`config.mk`:
```
export PLATFORM = sky130hd
export DESIGN_NAME = adm_encoder
export DESIGN_NICKNAME = d
export VERILOG_FILES = /design/src/rtl/adm_pkg.sv /design/src/rtl/adm_step_adapt.sv /design/src/rtl/adm_predictor.sv /design/src/rtl/adm_decide.sv /design/src/rtl/adm_encoder.sv
export SDC_FILE = /design/constraint.sdc
export NUM_CORES = 1
export LEC_CHECK = 0
export ABC_AREA = 1
export ABC_CLOCK_PERIOD_IN_PS = 10000
export BUFFER_PORTS_ARGS = -buffer_cell sky130_fd_sc_hd__buf_4
export CORE_ASPECT_RATIO = 0.75
export CORE_MARGIN = 2
export CORE_UTILIZATION = 50
export CTS_BUF_LIST = sky130_fd_sc_hd__clkbuf_8
export DETAILED_ROUTE_END_ITERATION = 7
export GPL_TIMING_DRIVEN = 0
export MAX_ROUTING_LAYER = met4
export PLACE_DENSITY = 0.68
export SYNTH_ARGS = -nofsm -noshare
export SYNTH_HDL_FRONTEND = slang
export SYNTH_SLANG_ARGS = --single-unit
```
`constraint.sdc`:
```
create_clock -name clk_i -period 10 [get_ports clk_i]
set_input_delay 1 -clock clk_i [delete_from_list [all_inputs] [get_ports clk_i]]
set_output_delay 1 -clock clk_i [all_outputs]
set_load 0.02 [all_outputs]
```
`src/rtl/adm_pkg.sv`:
```
`timescale 1ns/1ps
package adm_pkg;
  localparam int unsigned ADM_DATA_W = 8;
  localparam int unsigned ADM_HIST_W = 8;

  typedef enum logic {
    NUDGE_DOWN = 1'b0,
    NUDGE_UP   = 1'b1
  } nudge_e;
endpackage

```
`src/rtl/adm_step_adapt.sv`:
```
`timescale 1ns/1ps
module adm_step_adapt
  import adm_pkg::*;
#(
  parameter int unsigned DATA_W = ADM_DATA_W
) (
  input  logic signed [DATA_W-1:0] step_i,
  input  logic                     newest_i,
  input  logic                     older_i,
  output logic signed [DATA_W-1:0] step_o
);
  localparam logic signed [DATA_W-1:0] UNIT = DATA_W'(1);

  logic signed [DATA_W-1:0] mag;
  logic signed [DATA_W-1:0] signed_step;
  nudge_e                   dir;

  always_comb begin
    // magnitude wraps: most negative value maps onto itself
    mag         = step_i[DATA_W-1] ? -step_i : step_i;
    signed_step = newest_i ? mag : -mag;
    dir         = older_i ? NUDGE_UP : NUDGE_DOWN;
    step_o      = (dir == NUDGE_UP) ? signed_step + UNIT : signed_step - UNIT;
  end
endmodule

```
`src/rtl/adm_predictor.sv`:
```
`timescale 1ns/1ps
module adm_predictor
  import adm_pkg::*;
#(
  parameter int unsigned DATA_W = ADM_DATA_W
) (
  input  logic signed [DATA_W-1:0] pred_i,
  input  logic signed [DATA_W-1:0] step_i,
  output logic signed [DATA_W-1:0] pred_o
);
  assign pred_o = pred_i + step_i;
endmodule

```
`src/rtl/adm_decide.sv`:
```
`timescale 1ns/1ps
module adm_decide
  import adm_pkg::*;
#(
  parameter int unsigned DATA_W = ADM_DATA_W
) (
  input  logic [DATA_W-1:0]        pcm_i,
  input  logic signed [DATA_W-1:0] pred_i,
  output logic                     bit_o
);
  logic signed [DATA_W-1:0] sample;

  assign sample = $signed(pcm_i);
  assign bit_o  = sample > pred_i;
endmodule

```
`src/rtl/adm_encoder.sv`:
```
`timescale 1ns/1ps
module adm_encoder
  import adm_pkg::*;
#(
  parameter int unsigned DATA_W = ADM_DATA_W,
  parameter int unsigned HIST_W = ADM_HIST_W
) (
  input  logic              clk_i,
  input  logic              rst_ni,
  input  logic              sample_en_i,
  input  logic [DATA_W-1:0] pcm_i,
  output logic              adm_o
);
  logic signed [DATA_W-1:0] step_q, step_d;
  logic signed [DATA_W-1:0] pred_q, pred_d;
  logic [HIST_W-1:0]        hist_q;
  logic                     decision;

  adm_step_adapt #(.DATA_W(DATA_W)) i_step (
    .step_i   (step_q),
    .newest_i (hist_q[0]),
    .older_i  (hist_q[1]),
    .step_o   (step_d)
  );

  adm_predictor #(.DATA_W(DATA_W)) i_pred (
    .pred_i (pred_q),
    .step_i (step_d),
    .pred_o (pred_d)
  );

  adm_decide #(.DATA_W(DATA_W)) i_decide (
    .pcm_i  (pcm_i),
    .pred_i (pred_d),
    .bit_o  (decision)
  );

  always_ff @(posedge clk_i or negedge rst_ni) begin
    if (!rst_ni) begin
      step_q <= '0;
      pred_q <= '0;
      hist_q <= '0;
    end else if (sample_en_i) begin
      step_q <= step_d;
      pred_q <= pred_d;
      hist_q <= {hist_q[HIST_W-2:0], decision};
    end
  end

  assign adm_o = hist_q[0];
endmodule

```
# Yosys cells after proc, flatten, opt, wreduce, memory -nomap -nowiden
# Index checks and enable logic that the tools add are counted.
# Widths: inputs -> output; s select.
# op_classes
magnitude_cmp	1
add_sub_neg	5
muxes	4
# ops
operator	count
$mux 8	3
$neg 8->8	2
$add 8x2->8 const B	1
$add 8x8->8	1
$gt 8x8->1	1
$sub 8x2->8 const B	1
$mux 1	1
# totals
regBits	18
inputBits	11

# Logic depth before layout (Yosys ltp)
# logic_depth
word_depth	8
ltp_mapped	31

# Modules after synthesis
# A second synthesis with hierarchy kept.
# unflattened
cells_unflattened	284
area_unflattened_um2	1911.8
# modules_own_cells
module	cells_each	n_inst	area_each_um2	seq_area_each_um2
adm_encoder	76	1	710.7	450.4
adm_step_adapt	110	1	611.8	0.0
adm_predictor	60	1	361.6	0.0
adm_decide	38	1	227.7	0.0

# Least setup slack after synthesis
# Ideal clock, no wire load.
# synth_timing
path_type	register to register
startpoint	reg step_q[0]
endpoint	reg hist_q[0]
setup_ps	83
arrival_ps	4347
path_buffers	0
synth_period_minus_slack_ps	4430
stages_incl_launch_ff	32
path_slack_ps	5570
cell_sequence	dfrtp_1 -> inv_2 -> ha_1 -> o21ai_2 -> nand2_1 -> a21oi_4 -> nor2_1 -> xor2_1 -> ha_1 -> inv_2 -> o21bai_1 -> a31oi_1 -> nor2_1 -> nor2_1 -> nor2_1 -> nor2_1 -> xnor2_1 -> ha_1 -> a21o_1 -> a31oi_1 -> nand3_1 -> nand2_1 -> inv_1 -> nand3_2 -> nand2_1 -> ha_1 -> a21oi_1 -> o21ai_0 -> a21oi_1 -> xor2_1 -> nand3_1 -> o21ai_0
# synth_between
elab_chain_len	8
word_cells_on_any_way	9
cone_classes	add/sub: 5; order compare: 1; mux: 3
# synth_lines
item	line_no	rtl
start, declared	adm_encoder.sv:14	logic signed [DATA_W-1:0] step_q, step_d;
start signal, assigned	adm_encoder.sv:44	step_q <= step_d;
$neg 8->8	adm_step_adapt.sv:20	mag = step_i[DATA_W-1] ? -step_i : step_i;
$mux 8 (*)	adm_step_adapt.sv:20	
$neg 8->8	adm_step_adapt.sv:21	signed_step = newest_i ? mag : -mag;
$mux 8 (*)	adm_step_adapt.sv:21	
$sub 8x2->8 / $add 8x2->8 (equally long branches)	adm_step_adapt.sv:23	step_o = (dir == NUDGE_UP) ? signed_step + UNIT : signed_step - UNIT;
$mux 8 (*)	adm_step_adapt.sv:23	
via i_pred.step_i[0]	adm_predictor.sv:8	input logic signed [DATA_W-1:0] step_i,
$add 8x8->8 (*)	adm_predictor.sv:11	assign pred_o = pred_i + step_i;
$gt 8x8->1 (*)	adm_decide.sv:14	assign bit_o = sample > pred_i;
end signal, assigned	adm_encoder.sv:46	hist_q <= {hist_q[HIST_W-2:0], decision};
end, declared	adm_encoder.sv:16	logic [HIST_W-1:0] hist_q;
# The timed path passes the listed nets; every way through them passes the cells marked *.
# A chain may end at the register's enable or synchronous reset.

# Worst setup path in the final report
# Same ends and word-level chain as after synthesis.

==> implementation parameters <==
Parameter                              Value

Route
  Routed vias    1520
  Post-route DRC violation count    0
  Violation count after the first detailed-routing iteration    90
  Aggregate routed wire length    3830 µm
  First-pass iteration count of the detailed router    4
  Vias/cell    5.22
  Remaining number of nets flagged by the antenna check after routing    0
  Avg WL per Cell    13.1 µm

Run
  Reported max-cap violation count    0

Die
  Overall die height    56.3 µm
  Initial core utilization    0.539
  Floorplan die width    73.7 µm
  Die area    4150 µm²
  Number of I/O pins    12
  Number of rows in the core area    18
  Core outline area    3380 µm²

Timing
  Achievable clock frequency    0.194 GHz
  Setup repair after global routing missed its margin    false
  Setup TNS Final    0 ns
  Final critical path time including I/O delays and setup    5.15 ns
  Final setup violation count    0
  Max-Slew Margin vs Limit    0.709
  Clock Skews    0.00724 ns
  Final Hold Violating Endpoints    0
  Part of the cycle the worst path needs    0.515
  Actual transition at the worst max-transition pin    0.437 ns
  Final number of max-transition violations    0

Clocking
  Sink Count    18
  Clk slew on worst S/H paths    0.07 ns
  CTS H-tree lvls    1
  Hold Buf Count CTS    0
  Number of buffers on the longest clock path    2
  TritonCTS clock tree    yes
  Later-pin clock latency in the skew report    0.26 ns
  Number of buffers added for setup after CTS    0
  Root buffer cell    sky130_fd_sc_hd__clkbuf_8
  Number of CTS-inserted buffers    3
  CTS-repair resized insts    0

Global routing
  Initial antenna violation count    0
  Global-route wire length before repair    6470 µm
  Global route overflow    0
  Largest net degree at the start of global routing    19
  Vias in the first global route    1362
  Combined global-route utilization of all metal layers    0.207

Critical path
  Critical path data arrival time    5.33 ns
  Maximum cell stage delay along the critical path    0.46 ns
  Critical path launch point type    flop
  Crit Reg-Reg Startpoint    step_q[0]
  Top cell by count, worst path    sky130_fd_sc_hd__nor2_1
  Largest fanout on the critical path    5
  Setup crit end kind    flop
  Start point of the critical path    step_q[0]
  Category of the critical setup timing path    reg -> reg
  Critical-path top delay cell    sky130_fd_sc_hd__dfrtp_1
  Data required time at the worst endpoint    10.18 ns

Synth
  Number of distinct standard cells referenced by the synthesized netlist    30
  Library cell occupying the most area in the post-synthesis netlist    sky130_fd_sc_hd__dfrtp_1
  Count of synthesis-stage warnings from yosys    0
  Synth Register Bits    18
  Post-Synthesis Cell Area    1820 µm²
  Mean Syn Cell Area    7.69 µm²
  Sequential element share of the synthesized area    0.247
  Area contributors post-synth    sky130_fd_sc_hd__dfrtp_1 25%, sky130_fd_sc_hd__ha_1 16%, sky130_fd_sc_hd__nand2_1 10%
  Cell count after synthesis    237
  Syn_nets    273
  Share of Yosys cell area claimed by the top area cell type    0.247

Finish
  Flip-flop and latch area    450 µm²
  Most frequent cells in the layout    49 x sky130_fd_sc_hd__nand2_1, 27 x sky130_fd_sc_hd__inv_1, 23 x sky130_fd_sc_hd__ha_1
  Final non-filler cell total    291
  Area of combinational cells with multiple inputs    1220 µm²
  Fill cell count    310
  # diodes    0
  Most common cell after layout, fill and taps aside    sky130_fd_sc_hd__nand2_1
  Final core utilization    0.593
  Layout cells sized above 1    0.167
  Area Overhead vs Synth    9.89%
  Nets@finish    288

Placement
  Global placement routability congestion    0.849
  Placed wire-length estimate    3110 µm
  DP Cell Count    287
  # port buffers    10

Worst hold path
  Class of the tightest hold or removal check    reg -> reg
  Hold Startpoint    pred_q[0]

Status
  Run status    complete, no violations
-- sequential cells by signal (all words and copies together) (netlist names) --
signal  flops
pred_q      8
step_q      8
hist_q      2
-- per-stage QoR --
step,hold slack [ns],setup WS (ns),cell area (µm²)
finish,0.484,4.85,2000
global route,0.521,4.45,2000
CTS,0.492,4.89,2000
detailed placement,0.475,4.94,1950
global placement,0.468,4.99,1950
floorplan,0.446,5.57,1820
-- worst max-delay path: cells and delay by family (launching register included) --
kind            cells  cell delay [ns]
buf+inv             3             0.24
flops               1             0.46
fa+ha+maj           4             1.31
xor+xnor            3             0.54
simple gates       11             0.98
compound gates     10             1.53
-- cells by family after synthesis --
logic type      count (synthesis)  share of synthesized area
buf+inv                        37                     0.0824
flops                          18                      0.247
xor+xnor                       18                     0.0907
simple gates                   94                      0.250
fa+ha+maj                      25                      0.180
compound gates                 45                      0.150
-- routing by layer --
metal,up-vias,global-route usage,share of wire
met2,17,0.286,0.41
met4,0,0.0364,0.0042
li1,804,-,-
met1,695,0.312,0.56
met3,4,0.0431,0.024
met5,-,-,0
-- cells in the mapped netlist --
cell type and count:
sky130_fd_sc_hd__a31oi_1 5, sky130_fd_sc_hd__buf_6 1, sky130_fd_sc_hd__a21oi_4 1, sky130_fd_sc_hd__ha_1 23, sky130_fd_sc_hd__o21ai_4 1, sky130_fd_sc_hd__a21oi_1 11
sky130_fd_sc_hd__xor2_2 1, sky130_fd_sc_hd__xnor2_1 5, sky130_fd_sc_hd__o21ai_2 1, sky130_fd_sc_hd__o21bai_1 2, sky130_fd_sc_hd__nor2_2 3, sky130_fd_sc_hd__o21ai_0 16
sky130_fd_sc_hd__o21ai_1 4, sky130_fd_sc_hd__xor2_1 12, sky130_fd_sc_hd__o31ai_1 1, sky130_fd_sc_hd__nand3b_1 1, sky130_fd_sc_hd__buf_4 1, sky130_fd_sc_hd__nand3_1 13
sky130_fd_sc_hd__a21o_1 3, sky130_fd_sc_hd__nand4_1 3, sky130_fd_sc_hd__nor2_1 11, sky130_fd_sc_hd__inv_1 27, sky130_fd_sc_hd__nand2_2 6, sky130_fd_sc_hd__dfrtp_1 18
sky130_fd_sc_hd__fa_1 2, sky130_fd_sc_hd__inv_2 5, sky130_fd_sc_hd__nand3_2 6, sky130_fd_sc_hd__clkbuf_1 3, sky130_fd_sc_hd__nand2_1 49, sky130_fd_sc_hd__nand2_4 2
-- cell type report --
class | count | share of cell area
repair buffers | 10 | 0.0375
flip-flops and latches | 18 | 0.225
inverters | 32 | 0.0600
plain buffers | 5 | 0.0150
well taps | 40 | 0.0250
clock buffers | 4 | 0.0275
multi-input cells | 182 | 0.610
-- worst paths after layout --
check,slack [ns],depth (start not counted),to
worst max register to register,4.85,31,hist_q[0]
worst min register to register,0.48,2,pred_q[0]
min in group asynchronous,0.60,1,pred_q[3]
worst max-delay path,4.85,31,hist_q[0]
worst min-delay path,0.48,2,pred_q[0]
max in group asynchronous,9.20,1,pred_q[2]
Power is not shown: default switching activity piles up to over one toggle a cycle in this logic, so the estimate is an artifact.
